==> config.mk <==
export PLATFORM = sky130hd
export DESIGN_NAME = rob_operand_select
export DESIGN_NICKNAME = d
export VERILOG_FILES = /design/src/rtl/rob_operand_select.sv
export SDC_FILE = /design/constraint.sdc
export NUM_CORES = 2
export LEC_CHECK = 0
export CORE_MARGIN = 2
export CORE_UTILIZATION = 35
export DETAILED_ROUTE_END_ITERATION = 7
export PLACE_DENSITY = 0.57
export SKIP_CTS_REPAIR_TIMING = 1
export SYNTH_ARGS = -nofsm -noshare
export SYNTH_HDL_FRONTEND = slang
export SYNTH_SLANG_ARGS = --single-unit
==> constraint.sdc <==
create_clock -name clk -period 7.2 [get_ports clk]
set_input_delay 0.72 -clock clk [delete_from_list [all_inputs] [get_ports clk]]
set_output_delay 0.72 -clock clk [all_outputs]
set_load 0.05 [all_outputs]
==> src/rtl/rob_operand_select.sv <==
module rob_operand_select #(
  parameter int ENTRIES = 8,
  parameter int DATA_W  = 32,
  parameter int REG_W   = 8,
  parameter int PORTS   = 4,
  localparam int TAG_W  = $clog2(ENTRIES),
  localparam int CNT_W  = $clog2(ENTRIES + 1)
) (
  input  logic                    clk,
  input  logic                    rst,
  input  logic                    alloc_valid,
  input  logic [REG_W-1:0]        alloc_reg,
  input  logic                    wb_valid,
  input  logic [TAG_W-1:0]        wb_tag,
  input  logic [DATA_W-1:0]       wb_data,
  input  logic                    retire_valid,
  input  logic [PORTS-1:0]        lk_valid,
  input  logic [PORTS*REG_W-1:0]  lk_reg,
  output logic [PORTS*REG_W-1:0]  rf_raddr,
  input  logic [PORTS*DATA_W-1:0] rf_rdata,
  output logic [PORTS-1:0]        op_valid,
  output logic [PORTS-1:0]        op_hit,
  output logic [PORTS-1:0]        op_ready,
  output logic [PORTS*TAG_W-1:0]  op_tag,
  output logic [PORTS*DATA_W-1:0] op_data
);

  logic [ENTRIES-1:0] e_valid, e_ready;
  logic [REG_W-1:0]   e_reg  [ENTRIES];
  logic [DATA_W-1:0]  e_data [ENTRIES];
  logic [TAG_W-1:0]   head, tail;
  logic [CNT_W-1:0]   count;

  wire alloc_ok  = alloc_valid && (count != CNT_W'(ENTRIES));
  wire retire_ok = retire_valid && (count != '0);
  wire wb_ok     = wb_valid && e_valid[wb_tag];

  assign rf_raddr = lk_reg;

  always_ff @(posedge clk) begin
    if (rst) begin
      e_valid <= '0;
      e_ready <= '0;
      head    <= '0;
      tail    <= '0;
      count   <= '0;
    end else begin
      if (wb_ok) begin
        e_ready[wb_tag] <= 1'b1;
        e_data[wb_tag]  <= wb_data;
      end
      if (retire_ok) begin
        e_valid[head] <= 1'b0;
        head          <= head + 1'b1;
      end
      if (alloc_ok) begin
        e_valid[tail] <= 1'b1;
        e_ready[tail] <= 1'b0;
        e_reg[tail]   <= alloc_reg;
        e_data[tail]  <= '0;
        tail          <= tail + 1'b1;
      end
      count <= count + CNT_W'(alloc_ok) - CNT_W'(retire_ok);
    end
  end

  for (genvar p = 0; p < PORTS; p++) begin : g_port
    logic             s_hit, s_fwd;
    logic [TAG_W-1:0] s_idx;
    wire [REG_W-1:0]  key = lk_reg[p*REG_W +: REG_W];

    always_comb begin
      s_hit = 1'b0;
      s_idx = '0;
      for (int k = 0; k < ENTRIES; k++) begin
        logic [TAG_W-1:0] e;
        e = head + TAG_W'(k);
        if (e_valid[e] && e_reg[e] == key) begin
          s_hit = 1'b1;
          s_idx = e;
        end
      end
    end

    assign s_fwd = s_hit && wb_ok && (wb_tag == s_idx);

    always_ff @(posedge clk) begin
      if (rst) begin
        op_valid[p]                  <= 1'b0;
        op_hit[p]                    <= 1'b0;
        op_ready[p]                  <= 1'b0;
        op_tag[p*TAG_W +: TAG_W]     <= '0;
        op_data[p*DATA_W +: DATA_W]  <= '0;
      end else begin
        op_valid[p]              <= lk_valid[p];
        op_hit[p]                <= lk_valid[p] && s_hit;
        op_ready[p]              <= lk_valid[p] && (!s_hit || s_fwd || e_ready[s_idx]);
        op_tag[p*TAG_W +: TAG_W] <= (lk_valid[p] && s_hit) ? s_idx : '0;
        if (!lk_valid[p])       op_data[p*DATA_W +: DATA_W] <= '0;
        else if (!s_hit)        op_data[p*DATA_W +: DATA_W] <= rf_rdata[p*DATA_W +: DATA_W];
        else if (s_fwd)         op_data[p*DATA_W +: DATA_W] <= wb_data;
        else if (e_ready[s_idx]) op_data[p*DATA_W +: DATA_W] <= e_data[s_idx];
        else                    op_data[p*DATA_W +: DATA_W] <= '0;
      end
    end
  end

endmodule

After elaboration in Yosys (flattened, before gate mapping)
Memories as Yosys holds them, arrays and structs flattened. A register that Yosys moved wholly into a read port is not among the register bits.
Cells that the tools add are included.

word-level totals
  RAM bits = 320
  memories = 2
  word-level logic and storage cells = 302
  bits in registers = 178

operators by class
  order comparisons = 17
  add/sub/neg operators = 10
  mux-type cells = 122
  bitwise gates (word level) = 14
  reductions and logical operators = 75
  eq/ne operators = 37

memories
  name    depth  width  rd ports  clocked after Yosys merged registers in  write ports  RTL line  text
  e_data  8      32     4         0                                        2            30        logic [DATA_W-1:0] e_data [ENTRIES];
  e_reg   8      8      8         1                                        1            29        logic [REG_W-1:0] e_reg [ENTRIES];

operator list
  cell                 count
  $mux 32              12
  $eq 8x8->1           32
  $mux 3               34
  $lt 3x4->1 const B   14
  $logic_and 1x1->1    54
  $mux 1               54
  $mux 8               6
  $bmux 1 s3           13
  $and 8x8->8          2
  $not 8->8            2
  $or 8x8->8           2
  $reduce_or 2->1      8
  $add 3x3->3 const B  4
  $eq 3x3->1           4
  $demux 1 s3          3
  $ge 3x1->1 const B   3
  $logic_or 1x1->1     8
  $not 1->1            8
  $add 3x1->3 const B  2
  $add 3x2->3 const B  2
  $add 4x1->4          1
  $logic_not 1->1      4
  $ne 4x4->1 const B   1
  $reduce_bool 4->1    1
  $sub 4x1->4          1

Depth between registers and ports, before layout
  depth in word-level cells = 16
  gate-level depth with buffers = 30
  depth with buffers taken out = 16

Least setup slack after synthesis
Ideal clock, no wire load.

  path type = reg-to-reg
  start = reg head[0]
  end = reg op_data[124]
  setup time = 0.122 ns
  cell stages (with the launch flop) = 30
  slack = 0.572 ns
  arrival time = 6.506 ns
  data required time = 7.078 ns
  clock period less this slack = 6.628 ns
  cells stage by stage = dfxtp_1 > buf_6 > buf_12 > inv_2 > buf_2 > buf_4 > buf_1 > clkbuf_1 > buf_1 > ha_1 > buf_2 > buf_2 > buf_2 > mux2i_1 > mux4_2 > xor2_1 > nand2_1 > or4_1 > clkbuf_1 > nand4_1 > o41ai_1 > o32ai_1 > a21boi_2 > buf_2 > buf_2 > buf_2 > mux2_2 > o211ai_1 > o21ai_0 > a221o_1

between the ends
  elaborated cells on any way between the ends = 64
  classes of those cells = 7 x add/sub; 8 x eq/ne; 37 x mux; 10 x reduce/logical; 2 x memory

RTL lines
  element                                           RTL line  text
  start, declared                                   31        logic [TAG_W-1:0] head, tail;
  start signal, assigned                            54        head <= head + 1'b1;
  $add 3x3->3 (*)                                   -
  net g_port[0].$6.$2.e[0]                          76        logic [TAG_W-1:0] e;
  $mem_v2 8x8 / $bmux 1 s3 (equally long branches)  -
  $eq 8x8->1 / $mux 1 (equally long branches)       78        if (e_valid[e] && e_reg[e] == key) begin
  $logic_and 1x1->1                                 78
  $mux 3                                            78
  $bmux 1 s3                                        102       else if (e_ready[s_idx]) op_data[p*DATA_W +: DATA_W] <= e_data[s_idx];
  $mux 1 (implied by the code)                      102
  $mux 32                                           102
  $mux 32                                           101       else if (s_fwd) op_data[p*DATA_W +: DATA_W] <= wb_data;
  $mux 32 (*)                                       100       else if (!s_hit) op_data[p*DATA_W +: DATA_W] <= rf_rdata[p*DATA_W +: DATA_W];
  end signal, assigned by index                     100
  end signal, assigned by index                     101
  end signal, assigned by index                     102
  end, declared                                     25        output logic [PORTS*DATA_W-1:0] op_data

Mark *: on every way through the listed nets, which the timed path passes. The rest lies on a longest branch. The select of a mux whose other input is x is not followed.
A chain may end at the register's enable or synchronous reset.

Final worst setup path
  start = reg head[0]
  end = reg op_data[127]

between the ends
  word-level cells in the longest chain between the ends = 16
  elaborated cells on any way between the ends = 64
  classes of those cells = 7 x add/sub; 8 x eq/ne; 37 x mux; 10 x reduce/logical; 2 x memory

RTL lines
  element                                             RTL line
  $add 3x1->3 / $bmux 1 s3 (equally long branches)    77, 78
  $mem_v2 8x8, or another cell as far along           -
  $eq 8x8->1, or another cell as far along            78
  $logic_and 1x1->1 / $mux 3 (equally long branches)  78
  $mux 3 (7 in series)                                78
  $bmux 1 s3                                          102
  $mux 1 (implied by the code)                        102
  $mux 32                                             102
  $mux 32                                             101
  $mux 32 (*)                                         100

Every way passes the cells marked *; elsewhere a longest branch is shown, timed or not. The select of a mux whose other input is x is not followed.

==> results.md <==
- Total GRT Usage: a little over a third
- Setup Crit Path Kind: reg -> reg
- Layout Cells excl Fill: about 6300
- Slew Limit Fails: 0
- Crit Path Max Fanout: 32
- Largest net degree at the start of global routing: around 110
- Share of cells above drive strength 1: a little under an eighth
- CP peak stage delay: just over 1 ns
- HP Start: e_data[5][26]$_SDFFE_PP0P_
- Area growth from synthesis to layout: 19.20%
- Avg Inst Size Synth: between 8 and 9 sq um
- Setup TNS: 0 ns
- Cell count of the worst hold path: 2
- Initial Util: approximately a third
- Syn. warnings: 0
- Placed insts: about 6000
- Area share of the largest cell type after synthesis: 22.96%
- Minimum clock period: approximately 6.6 ns
- CTS tree: done
- WL final: slightly above 200000 um
- Synth Area in Compound Gates: between 20% and 30%
- Root Driver: clkbuf_16
- Fin. Hold Viols: 0
- Final setup violation count: 0
- Max Fclk: about 150 MHz
- PwrDens: 252.5 mW/mm^2
- Area taken by multi-input logic gates: around 0.025 sq mm
- Synth unique cells: around 100
- H-tree depth: 2
- CP startpoint kind: flip-flop
- Final period util: 92.12%
- Clk sink count: ~500
- FF+latch area: 0.01068 sq mm
- Worst R2R Path Depth: 17
- R2r setup slk: between 0.5 and 0.6 ns
- Initial antenna violation count: 18
- Max-cap violation count: 0
- HP Class: reg -> reg
- Post-route ant nets: 0
- Post-Synth XOR/XNOR Area: under 10%
- IO buf count: between 300 and 400
- Power Total: between 10 and 15 mW
- Drt wl/cell: between 30 and 40 um
- Die Ht: 334.0 um
- Simple-Gate Fraction of Synth Area: between 15 and 20%
- Asr flop ratio synth: 0%
- Die ar.: around 0.11 sq mm
- Post-Synth Adder-Cell Area: less than 1%
- Chip Width: 334.0 um
- Vias in the first global route: roughly 38000
- Main synth FF type: dfxtp_1
- Number of DRC markers in iteration 0: 5662
- Total CTS buffers: 60
- Worst R2R Start: head[0]$_SDFFE_PP0P_
- Row count: around 120
- Lkg Pwr: between 15 and 20 nW
- Io pins: 396
- Slew HR: a little under a fifth
- CP arrival: ~7 ns
- Grt ovf: 0
- Main combinational cell family by area after synthesis: compound AO/OA/AOI/OAI gates
- Synthesized flop and latch total: around 500
- Placer Congestion: roughly 1.1
- Post-synthesis mux area share: 20.30%
- Reg clk slew, reported paths: 0.06 ns
- Worst-Margin Slew: around 1.2 ns
- Required @ worst endpoint: between 7 and 8 ns
- Status: finished clean
- Max reg flops: around 260
- Hold worst-path end: e_data[5][26]$_SDFFE_PP0P_
- Setup Skew: between 0.08 and 0.09 ns
- Clock tree buffer depth: 3
- Synth area leader: dfxtp_1
- Crit path capture type: flip-flop
- Mapped Area: roughly 0.038 sq mm
- Pre-antenna DRT Iters: 7
- Vias: between 40000 and 50000
- Finished Core Util: between 40% and 50%
- Slowest CP cell: and3_2
- Post-synth EDFFs: 64
- Worst IR Drop VDD: between 0.2 and 0.25 mV
- Worst path most repeated cell: mux2i_1
- Via/cell ratio: between 6 and 7
- Gate Count Post-Synth: between 4000 and 5000
- DRC Markers: 0
- Place WS: 0.7418 ns
- Syn_nets: a little under 5000
- Nets: approximately 5000
- Fill cells: between 10000 and 15000
- DP HPWL: ~140000 um
- Core box area: 0.1084 sq mm
- Synth area leaders: dfxtp_1 (23%), mux2i_1 (13%), nand2_1 (8.1%)
- Reg-to-Reg End: op_data[127]$_SDFF_PP0_
- First-pass GRT wire length: ~290000 um
- Post-synthesis sequential area ratio: between 20 and 30%
- Worst-path cell chain: ha_1 -> xnor2_2 -> buf_4 -> mux2i_1 -> xnor2_1 -> nand4_1 -> or4_1 -> nand4_1 -> o41ai_1 -> o32ai_1 -> a21boi_4 -> buf_12 -> mux2i_1 -> mux2i_1 -> o2bb2ai_1 -> and3_2 -> a221o_1
- RSZ-0062 raised after global routing: false
- Fin worst setup slack: about 0.57 ns
- Skew-Pair Late Insertion Delay: about 0.71 ns
-- logic make-up (layout without fill, tap and decap cells) --
kind of cell / count (synthesis) / count (layout)
flops: 501 / 501
simple gates: 1456 / 1456
fa+ha+maj: 14 / 14
mux: 651 / 651
compound gates: 1265 / 1265
buf+inv: 535 / 719
xor+xnor: 225 / 225
other cells: 0 / 6
-- layout make-up --
class                   count  share of cell area (%)
repair buffers            566                   12.00
clock inverters            27                  0.7299
diodes                      6                 0.03305
clock buffers              82                   3.796
well taps                1414                   3.895
inverters                  44                  0.3636
flip-flops and latches    501                   23.50
multi-input cells        3611                   55.68
-- stage by stage --
| step | hold WS, ns | instance area (sq um) |
|---|---|---|
| global route | 0.5022 | 45410 |
| detailed placement | 0.4795 | 43350 |
| CTS | 0.4878 | 45410 |
| global placement | 0.4768 | 43350 |
| finish | 0.4861 | 45420 |
| floorplan | 0.4490 | 38110 |
-- synthesized netlist by cell type, types with 86 or more instances --
master    instances
o221ai_1        124
nor2_1          168
o21ai_0         175
dfxtp_1         437
xnor2_1         150
clkbuf_1        312
mux2i_1         481
a21oi_1         430
nand2_1         819
mux4_2           86
nand3_1         124
a22oi_1         135
-- placed cells by master (no fill, tap or decap), drive strengths merged, types with 11 or more instances in the layout --
| master | n |
|---|---|
| a221oi | 77 |
| dfxtp | 437 |
| o21ai | 181 |
| a22o | 18 |
| clkinv | 18 |
| a21o | 36 |
| a221o | 45 |
| nand3b | 36 |
| and3 | 39 |
| mux2 | 79 |
| nor2b | 20 |
| o22ai | 20 |
| o211ai | 47 |
| nor2 | 170 |
| ha | 13 |
| clkbuf | 82 |
| or4 | 12 |
| a22oi | 136 |
| and2 | 54 |
| nand3 | 124 |
| a21boi | 11 |
| buf | 171 |
| clkdlybuf4s50 | 395 |
| or2 | 12 |
| xnor2 | 150 |
| nor3 | 57 |
| nand2 | 819 |
| a21oi | 461 |
| edfxtp | 64 |
| mux4 | 86 |
| nor4 | 22 |
| a31oi | 16 |
| mux2i | 486 |
| o221ai | 124 |
| or3 | 17 |
| inv | 43 |
| xor2 | 75 |
| nand4 | 26 |
-- metal layers --
metal | track usage, % | up-vias | wire, um
li1 | - | 17309 | -
met1 | 44.68 | 19591 | 78380
met2 | 52.11 | 2909 | 85420
met3 | 10.27 | 725 | 25270
met4 | 19.93 | 14 | 13650
met5 | 0.2171 | - | 87
-- critical path: cells and delay by family, from the launching register on --
kind,cells,cell delay (ns)
xor+xnor,2,1.09
fa+ha+maj,1,0.53
flops,1,0.43
mux,3,0.71
compound gates,5,1.25
buf+inv,2,0.60
simple gates,4,1.93
-- worst max path at each step --
stage | from | endpoint | slack [ns] | depth (start not counted)
2_1_floorplan | head[0]$_SDFFE_PP0P_ | op_data[124]$_SDFF_PP0_ | 0.57 | 29
3_3_place_gp | head[0]$_SDFFE_PP0P_ | op_data[111]$_SDFF_PP0_ | 0.71 | 17
3_5_place_dp | head[0]$_SDFFE_PP0P_ | op_data[96]$_SDFF_PP0_ | 0.74 | 17
4_1_cts | head[0]$_SDFFE_PP0P_ | op_data[127]$_SDFF_PP0_ | 0.73 | 17
5_1_grt | head[0]$_SDFFE_PP0P_ | op_data[101]$_SDFF_PP0_ | 0.41 | 17
6_report | head[0]$_SDFFE_PP0P_ | op_data[127]$_SDFF_PP0_ | 0.57 | 17
-- power breakdown --
group	total (mW)	switching, mW	internal [mW]
clock network	3.23	1.38	1.85
registers	3.28	0.267	3.01
logic	4.96	3.07	1.88
Note: power is estimated with default switching activity, not from simulation.
